**src/rtl/ct_pkg.sv**
```systemverilog
package ct_pkg;

  // Mode field; the encoding is decoded by the tick selector and the core.
  typedef enum logic [2:0] {
    M_CNT_EXT   = 3'd0,
    M_CNT_TXA   = 3'd1,
    M_CNT_TXB   = 3'd2,
    M_CNT_SYS16 = 3'd3,
    M_TMR_EXT   = 3'd4,
    M_TMR_EXT16 = 3'd5,
    M_TMR_SYS   = 3'd6,
    M_TMR_SYS16 = 3'd7
  } ct_mode_e;

  // Register offsets
  localparam int OFS_AUX    = 4;
  localparam int OFS_INT    = 5;
  localparam int OFS_HI     = 6;
  localparam int OFS_LO     = 7;
  localparam int OFS_START  = 14;
  localparam int OFS_STOP   = 15;

  localparam int MODE_LSB   = 4;
  localparam int READY_BIT  = 3;

  function automatic logic is_timer(ct_mode_e m);
    return m inside {M_TMR_EXT, M_TMR_EXT16, M_TMR_SYS, M_TMR_SYS16};
  endfunction

  function automatic logic uses_prescale(ct_mode_e m);
    return m inside {M_CNT_SYS16, M_TMR_EXT16, M_TMR_SYS16};
  endfunction

  function automatic logic uses_ext(ct_mode_e m);
    return m inside {M_CNT_EXT, M_TMR_EXT, M_TMR_EXT16};
  endfunction

endpackage

```
**src/rtl/ct_tick_sel.sv**
```systemverilog
module ct_tick_sel
  import ct_pkg::*;
#(
  parameter int PRE_W = 4
) (
  input  logic     clk,
  input  logic     rst_n,
  input  ct_mode_e mode,
  input  logic     ext_in,
  input  logic     txa_tick,
  input  logic     txb_tick,
  input  logic     pre_clr,
  output logic     tick
);

  localparam logic [PRE_W-1:0] PRE_LAST = '1;

  logic             ext_q;
  logic             ext_rise;
  logic             src;
  logic [PRE_W-1:0] pre;
  logic             pre_wrap;

  always_ff @(posedge clk or negedge rst_n) begin
    if (!rst_n) ext_q <= 1'b0;
    else        ext_q <= ext_in;
  end

  assign ext_rise = ext_in & ~ext_q;

  always_comb begin
    if (uses_ext(mode))           src = ext_rise;
    else if (mode == M_CNT_TXA)   src = txa_tick;
    else if (mode == M_CNT_TXB)   src = txb_tick;
    else                          src = 1'b1;
  end

  assign pre_wrap = src && (pre == PRE_LAST);

  always_ff @(posedge clk or negedge rst_n) begin
    if (!rst_n)                             pre <= '0;
    else if (pre_clr)                       pre <= '0;
    else if (uses_prescale(mode) && src)    pre <= pre + 1'b1;
  end

  assign tick = uses_prescale(mode) ? pre_wrap : src;

  // a divided tick is never followed by another one in the next cycle
  a_r7_prescale_gap: assert property (@(posedge clk) disable iff (!rst_n)
    (tick && uses_prescale(mode)) |=> (!tick || !uses_prescale(mode)));

  // an external edge cannot produce ticks on two cycles in a row
  a_r8_single_edge: assert property (@(posedge clk) disable iff (!rst_n)
    (tick && mode == M_CNT_EXT) |=> !(tick && mode == M_CNT_EXT));

endmodule

```
**src/rtl/ct_core.sv**
```systemverilog
module ct_core
  import ct_pkg::*;
#(
  parameter int CNT_W = 16
) (
  input  logic             clk,
  input  logic             rst_n,
  input  ct_mode_e         mode,
  input  logic             tick,
  input  logic             start,
  input  logic             stop,
  input  logic [CNT_W-1:0] preset,
  output logic [CNT_W-1:0] count,
  output logic             ready
);

  localparam logic [CNT_W-1:0] ONE = CNT_W'(1);

  // Terminal condition: counters end on 1->0, timers end at 1 or 0
  function automatic logic hits_term(logic tmr, logic [CNT_W-1:0] c);
    return tmr ? (c <= ONE) : (c == ONE);
  endfunction

  function automatic logic [CNT_W-1:0] step_val(logic tmr, logic [CNT_W-1:0] c,
                                                logic [CNT_W-1:0] p);
    return (tmr && c <= ONE) ? p : c - ONE;
  endfunction

  logic tmr;
  logic running;
  logic halt_req;
  logic step_en;
  logic term_evt;

  assign tmr      = is_timer(mode);
  assign halt_req = stop && !tmr;
  assign step_en  = running && tick && !halt_req;
  assign term_evt = step_en && hits_term(tmr, count);

  always_ff @(posedge clk or negedge rst_n) begin
    if (!rst_n) begin
      count   <= '0;
      running <= 1'b0;
      ready   <= 1'b0;
    end else if (start) begin
      count   <= preset;
      running <= 1'b1;
      ready   <= 1'b0;
    end else begin
      if (halt_req) running <= 1'b0;
      if (step_en)  count   <= step_val(tmr, count, preset);
      if (stop)          ready <= 1'b0;
      else if (term_evt) ready <= 1'b1;
    end
  end

  // ready only rises after a cycle that carried a tick
  a_r3_ready_on_tick: assert property (@(posedge clk) disable iff (!rst_n)
    $rose(ready) |-> $past(tick));

  // a halted counter holds its value until the next start
  a_r4_halt_holds: assert property (@(posedge clk) disable iff (!rst_n)
    (!running && !start) |=> $stable(count));

  // stop leaves the ready flag clear
  a_r4_stop_clears: assert property (@(posedge clk) disable iff (!rst_n)
    (stop && !start) |=> !ready);

  // timer terminal tick reloads the preset
  a_r5_reload: assert property (@(posedge clk) disable iff (!rst_n)
    (running && tick && is_timer(mode) && count <= ONE && !start)
      |=> count == $past(preset));

  // stop in a timer mode does not halt the count
  a_r6_timer_runs_on: assert property (@(posedge clk) disable iff (!rst_n)
    (stop && is_timer(mode) && !start) |=> running == $past(running));

endmodule

```
**src/rtl/ct_regs.sv**
```systemverilog
module ct_regs
  import ct_pkg::*;
#(
  parameter int DATA_W = 8,
  parameter int ADDR_W = 4
) (
  input  logic                clk,
  input  logic                rst_n,
  input  logic [ADDR_W-1:0]   bus_addr,
  input  logic                bus_wr,
  input  logic [DATA_W-1:0]   bus_wdata,
  input  logic                bus_rd,
  output logic [DATA_W-1:0]   bus_rdata,
  input  logic [2*DATA_W-1:0] count,
  input  logic                ready,
  output logic [2*DATA_W-1:0] preset,
  output ct_mode_e            mode,
  output logic                mask,
  output logic                start,
  output logic                stop
);

  localparam int CNT_W = 2 * DATA_W;

  logic              sel_aux, sel_int, sel_hi, sel_lo, sel_go, sel_halt;
  logic [DATA_W-1:0] lo_hold;
  logic              lo_valid;

  assign sel_aux  = bus_addr == ADDR_W'(OFS_AUX);
  assign sel_int  = bus_addr == ADDR_W'(OFS_INT);
  assign sel_hi   = bus_addr == ADDR_W'(OFS_HI);
  assign sel_lo   = bus_addr == ADDR_W'(OFS_LO);
  assign sel_go   = bus_addr == ADDR_W'(OFS_START);
  assign sel_halt = bus_addr == ADDR_W'(OFS_STOP);

  assign start = bus_rd && sel_go;
  assign stop  = bus_rd && sel_halt;

  always_ff @(posedge clk or negedge rst_n) begin
    if (!rst_n) begin
      preset <= '0;
      mode   <= M_CNT_EXT;
      mask   <= 1'b0;
    end else if (bus_wr) begin
      if (sel_aux) mode <= ct_mode_e'(bus_wdata[MODE_LSB +: 3]);
      if (sel_int) mask <= bus_wdata[READY_BIT];
      if (sel_hi)  preset[CNT_W-1:DATA_W] <= bus_wdata;
      if (sel_lo)  preset[DATA_W-1:0]     <= bus_wdata;
    end
  end

  always_ff @(posedge clk or negedge rst_n) begin
    if (!rst_n) begin
      lo_hold  <= '0;
      lo_valid <= 1'b0;
    end else if (bus_rd && sel_hi) begin
      lo_hold  <= count[DATA_W-1:0];
      lo_valid <= 1'b1;
    end else if (bus_rd && sel_lo) begin
      lo_valid <= 1'b0;
    end
  end

  always_comb begin
    bus_rdata = '0;
    if (sel_int)     bus_rdata[READY_BIT] = ready;
    else if (sel_hi) bus_rdata = count[CNT_W-1:DATA_W];
    else if (sel_lo) bus_rdata = lo_valid ? lo_hold : count[DATA_W-1:0];
  end

  // the two commands never issue together
  a_r11_cmd_exclusive: assert property (@(posedge clk) disable iff (!rst_n)
    $onehot0({start, stop}));

  // after an upper-byte read the captured lower byte is pending
  a_r9_capture: assert property (@(posedge clk) disable iff (!rst_n)
    (bus_rd && sel_hi) |=> (lo_valid && lo_hold == $past(count[DATA_W-1:0])));

endmodule

```
**src/rtl/ct_timer.sv**
```systemverilog
module ct_timer
  import ct_pkg::*;
#(
  parameter int DATA_W = 8,
  parameter int ADDR_W = 4,
  parameter int PRE_W  = 4
) (
  input  logic              clk,
  input  logic              rst_n,
  input  logic [ADDR_W-1:0] bus_addr,
  input  logic              bus_wr,
  input  logic [DATA_W-1:0] bus_wdata,
  input  logic              bus_rd,
  output logic [DATA_W-1:0] bus_rdata,
  input  logic              ext_in,
  input  logic              txa_tick,
  input  logic              txb_tick,
  output logic              irq
);

  localparam int CNT_W = 2 * DATA_W;

  ct_mode_e         mode;
  logic [CNT_W-1:0] preset;
  logic [CNT_W-1:0] count;
  logic             ready;
  logic             mask;
  logic             start;
  logic             stop;
  logic             tick;

  ct_regs #(.DATA_W(DATA_W), .ADDR_W(ADDR_W)) u_regs (
    .clk(clk), .rst_n(rst_n),
    .bus_addr(bus_addr), .bus_wr(bus_wr), .bus_wdata(bus_wdata),
    .bus_rd(bus_rd), .bus_rdata(bus_rdata),
    .count(count), .ready(ready),
    .preset(preset), .mode(mode), .mask(mask),
    .start(start), .stop(stop)
  );

  ct_tick_sel #(.PRE_W(PRE_W)) u_tick (
    .clk(clk), .rst_n(rst_n), .mode(mode),
    .ext_in(ext_in), .txa_tick(txa_tick), .txb_tick(txb_tick),
    .pre_clr(start), .tick(tick)
  );

  ct_core #(.CNT_W(CNT_W)) u_core (
    .clk(clk), .rst_n(rst_n), .mode(mode), .tick(tick),
    .start(start), .stop(stop), .preset(preset),
    .count(count), .ready(ready)
  );

  assign irq = ready & mask;

  // the interrupt is never raised without the ready flag
  a_r10_irq_needs_ready: assert property (@(posedge clk) disable iff (!rst_n)
    irq |-> ready);

endmodule

```
**config.mk**
```make
export PLATFORM = sky130hd
export DESIGN_NAME = ct_timer
export DESIGN_NICKNAME = d
export VERILOG_FILES = /design/src/rtl/ct_pkg.sv /design/src/rtl/ct_tick_sel.sv /design/src/rtl/ct_core.sv /design/src/rtl/ct_regs.sv /design/src/rtl/ct_timer.sv
export SDC_FILE = /design/constraint.sdc
export NUM_CORES = 1
export LEC_CHECK = 0
export ABC_CLOCK_PERIOD_IN_PS = 1900
export BUFFER_PORTS_ARGS = -buffer_cell sky130_fd_sc_hd__buf_2
export CAP_MARGIN = 20
export CELL_PAD_IN_SITES_DETAIL_PLACEMENT = 0
export CELL_PAD_IN_SITES_GLOBAL_PLACEMENT = 2
export CORE_UTILIZATION = 35
export CTS_BUF_LIST = sky130_fd_sc_hd__clkbuf_4
export CTS_CLUSTER_DIAMETER = 150
export DETAILED_ROUTE_END_ITERATION = 8
export GPL_TIMING_DRIVEN = 0
export PLACE_DENSITY_LB_ADDON = 0.08
export SLEW_MARGIN = 10
export SYNTH_ARGS = -nofsm -noshare
export SYNTH_HDL_FRONTEND = slang
export SYNTH_SLANG_ARGS = --single-unit
```
**constraint.sdc**
```tcl
create_clock -name clk -period 1.9 [get_ports clk]
set_input_delay 0.19 -clock clk [delete_from_list [all_inputs] [get_ports clk]]
set_output_delay 0.19 -clock clk [all_outputs]
set_load 0.01 [all_outputs]
```
==> impl_metrics.csv <==
group,metric,value,unit
global_routing,grt_pass1_wl,12910,um
timing,rsz0062_at_grt,"true",
power,p_seq_share,46.6,%
worst_setup_path,path_buf_inv,1,
logic_synthesis,ys_ff_latch,52,
timing,drv_slew,0,
power,power_leakage,1.550,nW
power,p_int,0.002373,W
logic_synthesis,synthCells,284,
power,switching_share,39.20,%
floorplanning,rows,32,
worst_setup_path,critPathCaptureType,"register",
floorplanning,dieArea,8450,um^2
timing,hold_viol,0,
timing,slew_headroom,46.31,%
logic_synthesis,synthArstFlopShare,100.0,%
layout,synthToLayoutAreaGrowth,28.16,%
routing,route.detailed.drc,0,
routing,totalWireLength,7920,um
routing,vias,2344,
placed_design,place_ws,-0.3098,ns
timing,finalSetupViolCount,15,
logic_synthesis,synth_flop_cell,"dfrtp_1",
timing,fin_worst_skew,0.01961,ns
timing,fin_hold_ws,0.02404,ns
timing,fin_ws,-0.1208,ns
worst_setup_path,crit_chain,"buf_6 > or4_4 > nor3_4 > nand2_1 > or3_1 > a21oi_2 > a221o_1",
clocking,cts_tree,"yes",
worst_setup_path,path_class,"register to register",
routing,via_per_inst,5.244,
power,ir_drop,379.1,uV
logic_synthesis,synth_commonest_cells,"dfrtp_1, nor2_1, nand2_1",
worst_setup_path,cp_slowest_cell,"or4_4",
worst_setup_path,crit_family,"simple AND/OR/NAND/NOR gates",
clocking,htreeDepth,2,
timing,fmax,0.4948,GHz
floorplanning,die_h,91.93,um
logic_synthesis,ys_seq_area_share,45.98,%
logic_synthesis,synth_edf_count,0,
worst_setup_path,startpoint_type,"register",
clocking,insertion_delay,0.39,ns
layout,layout-drive-gt1-share,33.91,%
logic_synthesis,synth_top_area_share,45.98,%
worst_setup_path,cp_max_fo,10,
worst_setup_path,cp.required,2.24,ns
logic_synthesis,synth_fp_nets,306,
placed_design,dp_hpwl,5610,um
routing,drtPass1Iterations,4,
logic_synthesis,synth_area_leaders,"dfrtp_1, mux2_1, mux2i_1, nor2_1, a21oi_1",
clocking,cts_sinks,52,
worst_setup_path,cp_data_arrival_time,2.36,ns
layout,multi_input_area,1634,um^2
flow_run,max-cap-violations,0,
clocking,cts.clk_slew.worst_paths,0.18,ns
placed_design,gp_congestion,0.7732,
layout,final_area,3627,um^2
routing,dr_wl_met2,3747,um
timing,finalCritPeriodShare,106.4,%
global_routing,grt_max_degree,31,
clocking,cts_root_buf,"clkbuf_4",
placed_design,io_buffer_count,27,
power,clkPwrFrac,14.8,%
routing,met1Wirelength,3850,um
logic_synthesis,netlist_area,2830,um^2
routing,topRoutingLayerUsed,"met4",
logic_synthesis,synth.distinct_cells,57,
floorplanning,io_pins,28,
hold_path,min_path_type,"input pin to register",
timing,period_needed,2.021,ns
placed_design,dp.cells,414,
worst_setup_path,max_stage_delay,0.52,ns
layout,fillers,788,
layout,antennaDiodeCount,0,
placed_design,placed_area,3122,um^2
power,p_per_area,1076,nW/um^2
global_routing,antenna_found_initial,0,
clocking,clk_path_buf_depth,2,
outcome,violations,"negative setup slack",
logic_synthesis,synth.most_common_cell,"dfrtp_1",
global_routing,overflow,0,
layout,seqCellArea,1310,um^2
timing,worstMarginPinSlew,0.8024,ns
logic_synthesis,ys_warn_count,0,
routing,met3_length,175,um
power,p_comb_share,38.6,%
floorplanning,initial_utilization,36.44,%
layout,nets,366,
routing,dr.first_iter.drc_count,126,
routing,drtAntennaViolNets,0,
routing,wl_per_cell,17.72,um
power,p_switching,0.001530,W
logic_synthesis,avgSynthCellArea,9.966,um^2
floorplanning,die_w,91.93,um
clocking,cts_buffers,5,
global_routing,grt_pass1_vias,2317,
logic_synthesis,synth_top_area_cell,"dfrtp_1",
layout,final_core_util,46.70,%
global_routing,grt.total_usage,20.12,%
floorplanning,coreArea,7767,um^2
layout,stdcell_count,447,
outcome,outcome,"complete, but fails checks",
power groups by stage:
stage	clock network (W)	registers (W)	logic, W
final	0.000578	0.00182	0.00151
after global routing	0.000648	0.00186	0.00167
after CTS	0.000614	0.00182	0.00144
after detailed placement	0	0.00183	0.00115
after global placement	0	0.00182	0.00114
after floorplan	0	0.00169	0.000901
layout make-up:
cell class | instances | area share [%]
multi-input cells | 212 | 45.05
flip-flops and latches | 52 | 36.12
repair buffers | 54 | 10.52
well taps | 102 | 3.518
plain buffers | 11 | 2.139
clock buffers | 5 | 1.035
inverters | 8 | 0.8279
clock inverters | 3 | 0.7934
per-layer routing:
metal,up-vias,global-route usage (%)
li1,1157,-
met1,1139,28.65
met2,38,31.72
met3,10,2.819
met4,0,5.990
met5,-,0
registers in the layout (all words and copies together), names as in the netlist:
| signal | cells |
|---|---|
| u_regs.lo_valid | 1 |
| u_regs.preset | 16 |
| u_regs.lo_hold | 8 |
| u_core.running | 1 |
| u_regs.mode | 3 |
| u_core.count | 16 |
| u_tick.ext_q | 1 |
| u_core.ready | 1 |
| u_regs.mask | 1 |
| u_tick.pre | 4 |
tightest hold or removal path, stage by stage:
cell and delay [ns]:
buf_2 0.09, nand2_1 0.05, o21ai_1 0.06
logic make-up after synthesis:
family	synth area share, %
flip-flops	45.98
AO/OA/AOI/OAI	14.37
adder cells (fa/ha/maj)	1.326
XOR/XNOR	0.9286
AND/OR/NAND/NOR	19.63
multiplexers	14.54
buffers and inverters	3.227
cells in the final DEF (no fill, tap or decap), types with 4 or more instances in the layout:
| cell type | Yosys | routed |
|---|---|---|
| a211oi_1 | 7 | 7 |
| a21oi_1 | 22 | 14 |
| a21oi_2 | 0 | 6 |
| buf_2 | 4 | 28 |
| buf_4 | 0 | 16 |
| buf_6 | 1 | 8 |
| clkbuf_1 | 7 | 4 |
| clkbuf_4 | 0 | 5 |
| dfrtp_1 | 52 | 45 |
| dfrtp_2 | 0 | 7 |
| dlygate4sd3_1 | 0 | 5 |
| inv_1 | 8 | 6 |
| mux2_1 | 18 | 18 |
| mux2_2 | 7 | 7 |
| mux2i_1 | 13 | 13 |
| nand2_1 | 26 | 25 |
| nand3_1 | 9 | 9 |
| nor2_1 | 31 | 26 |
| nor2_2 | 0 | 4 |
| nor3_1 | 4 | 4 |
| o21ai_0 | 4 | 4 |
| o21ai_1 | 7 | 7 |
| o22ai_1 | 6 | 4 |
metrics by stage:
step	total power (W)	setup TNS [ns]
2_1_floorplan	0.002595	-0.01030
3_3_place_gp	0.002961	-4.903
3_5_place_dp	0.002985	-4.569
4_1_cts	0.003870	-0.8281
5_1_grt	0.004184	-2.681
6_report	0.003904	-0.7958
path summary, 6_finish.rpt:
| kind | start | endpoint | slack, ns | cells after the start |
|---|---|---|---|---|
| hold / removal | bus_wdata[0] | u_regs.preset[0] | 0.02 | 3 |
| max in group asynchronous | rst_n | u_core.count[7] | 1.01 | 3 |
| min in group asynchronous | rst_n | u_regs.lo_hold[6] | 0.32 | 2 |
| hold reg to reg | u_regs.mask | u_regs.mask | 0.51 | 1 |
| setup reg to reg | u_core.count[4] | u_core.count[15] | -0.12 | 7 |
| setup / recovery | u_core.count[4] | u_core.count[15] | -0.12 | 7 |
timing repair:
action,4_1_cts,5_1_grt
setup buffers,17,3
endpoints found under the setup margin,24,18
hold buffers,5,0
gates resized for setup,41,17
hold endpoints to repair,27,0
cloned,2,0
pin swaps,14,3
No activity file was read; power rests on OpenSTA's default activity.
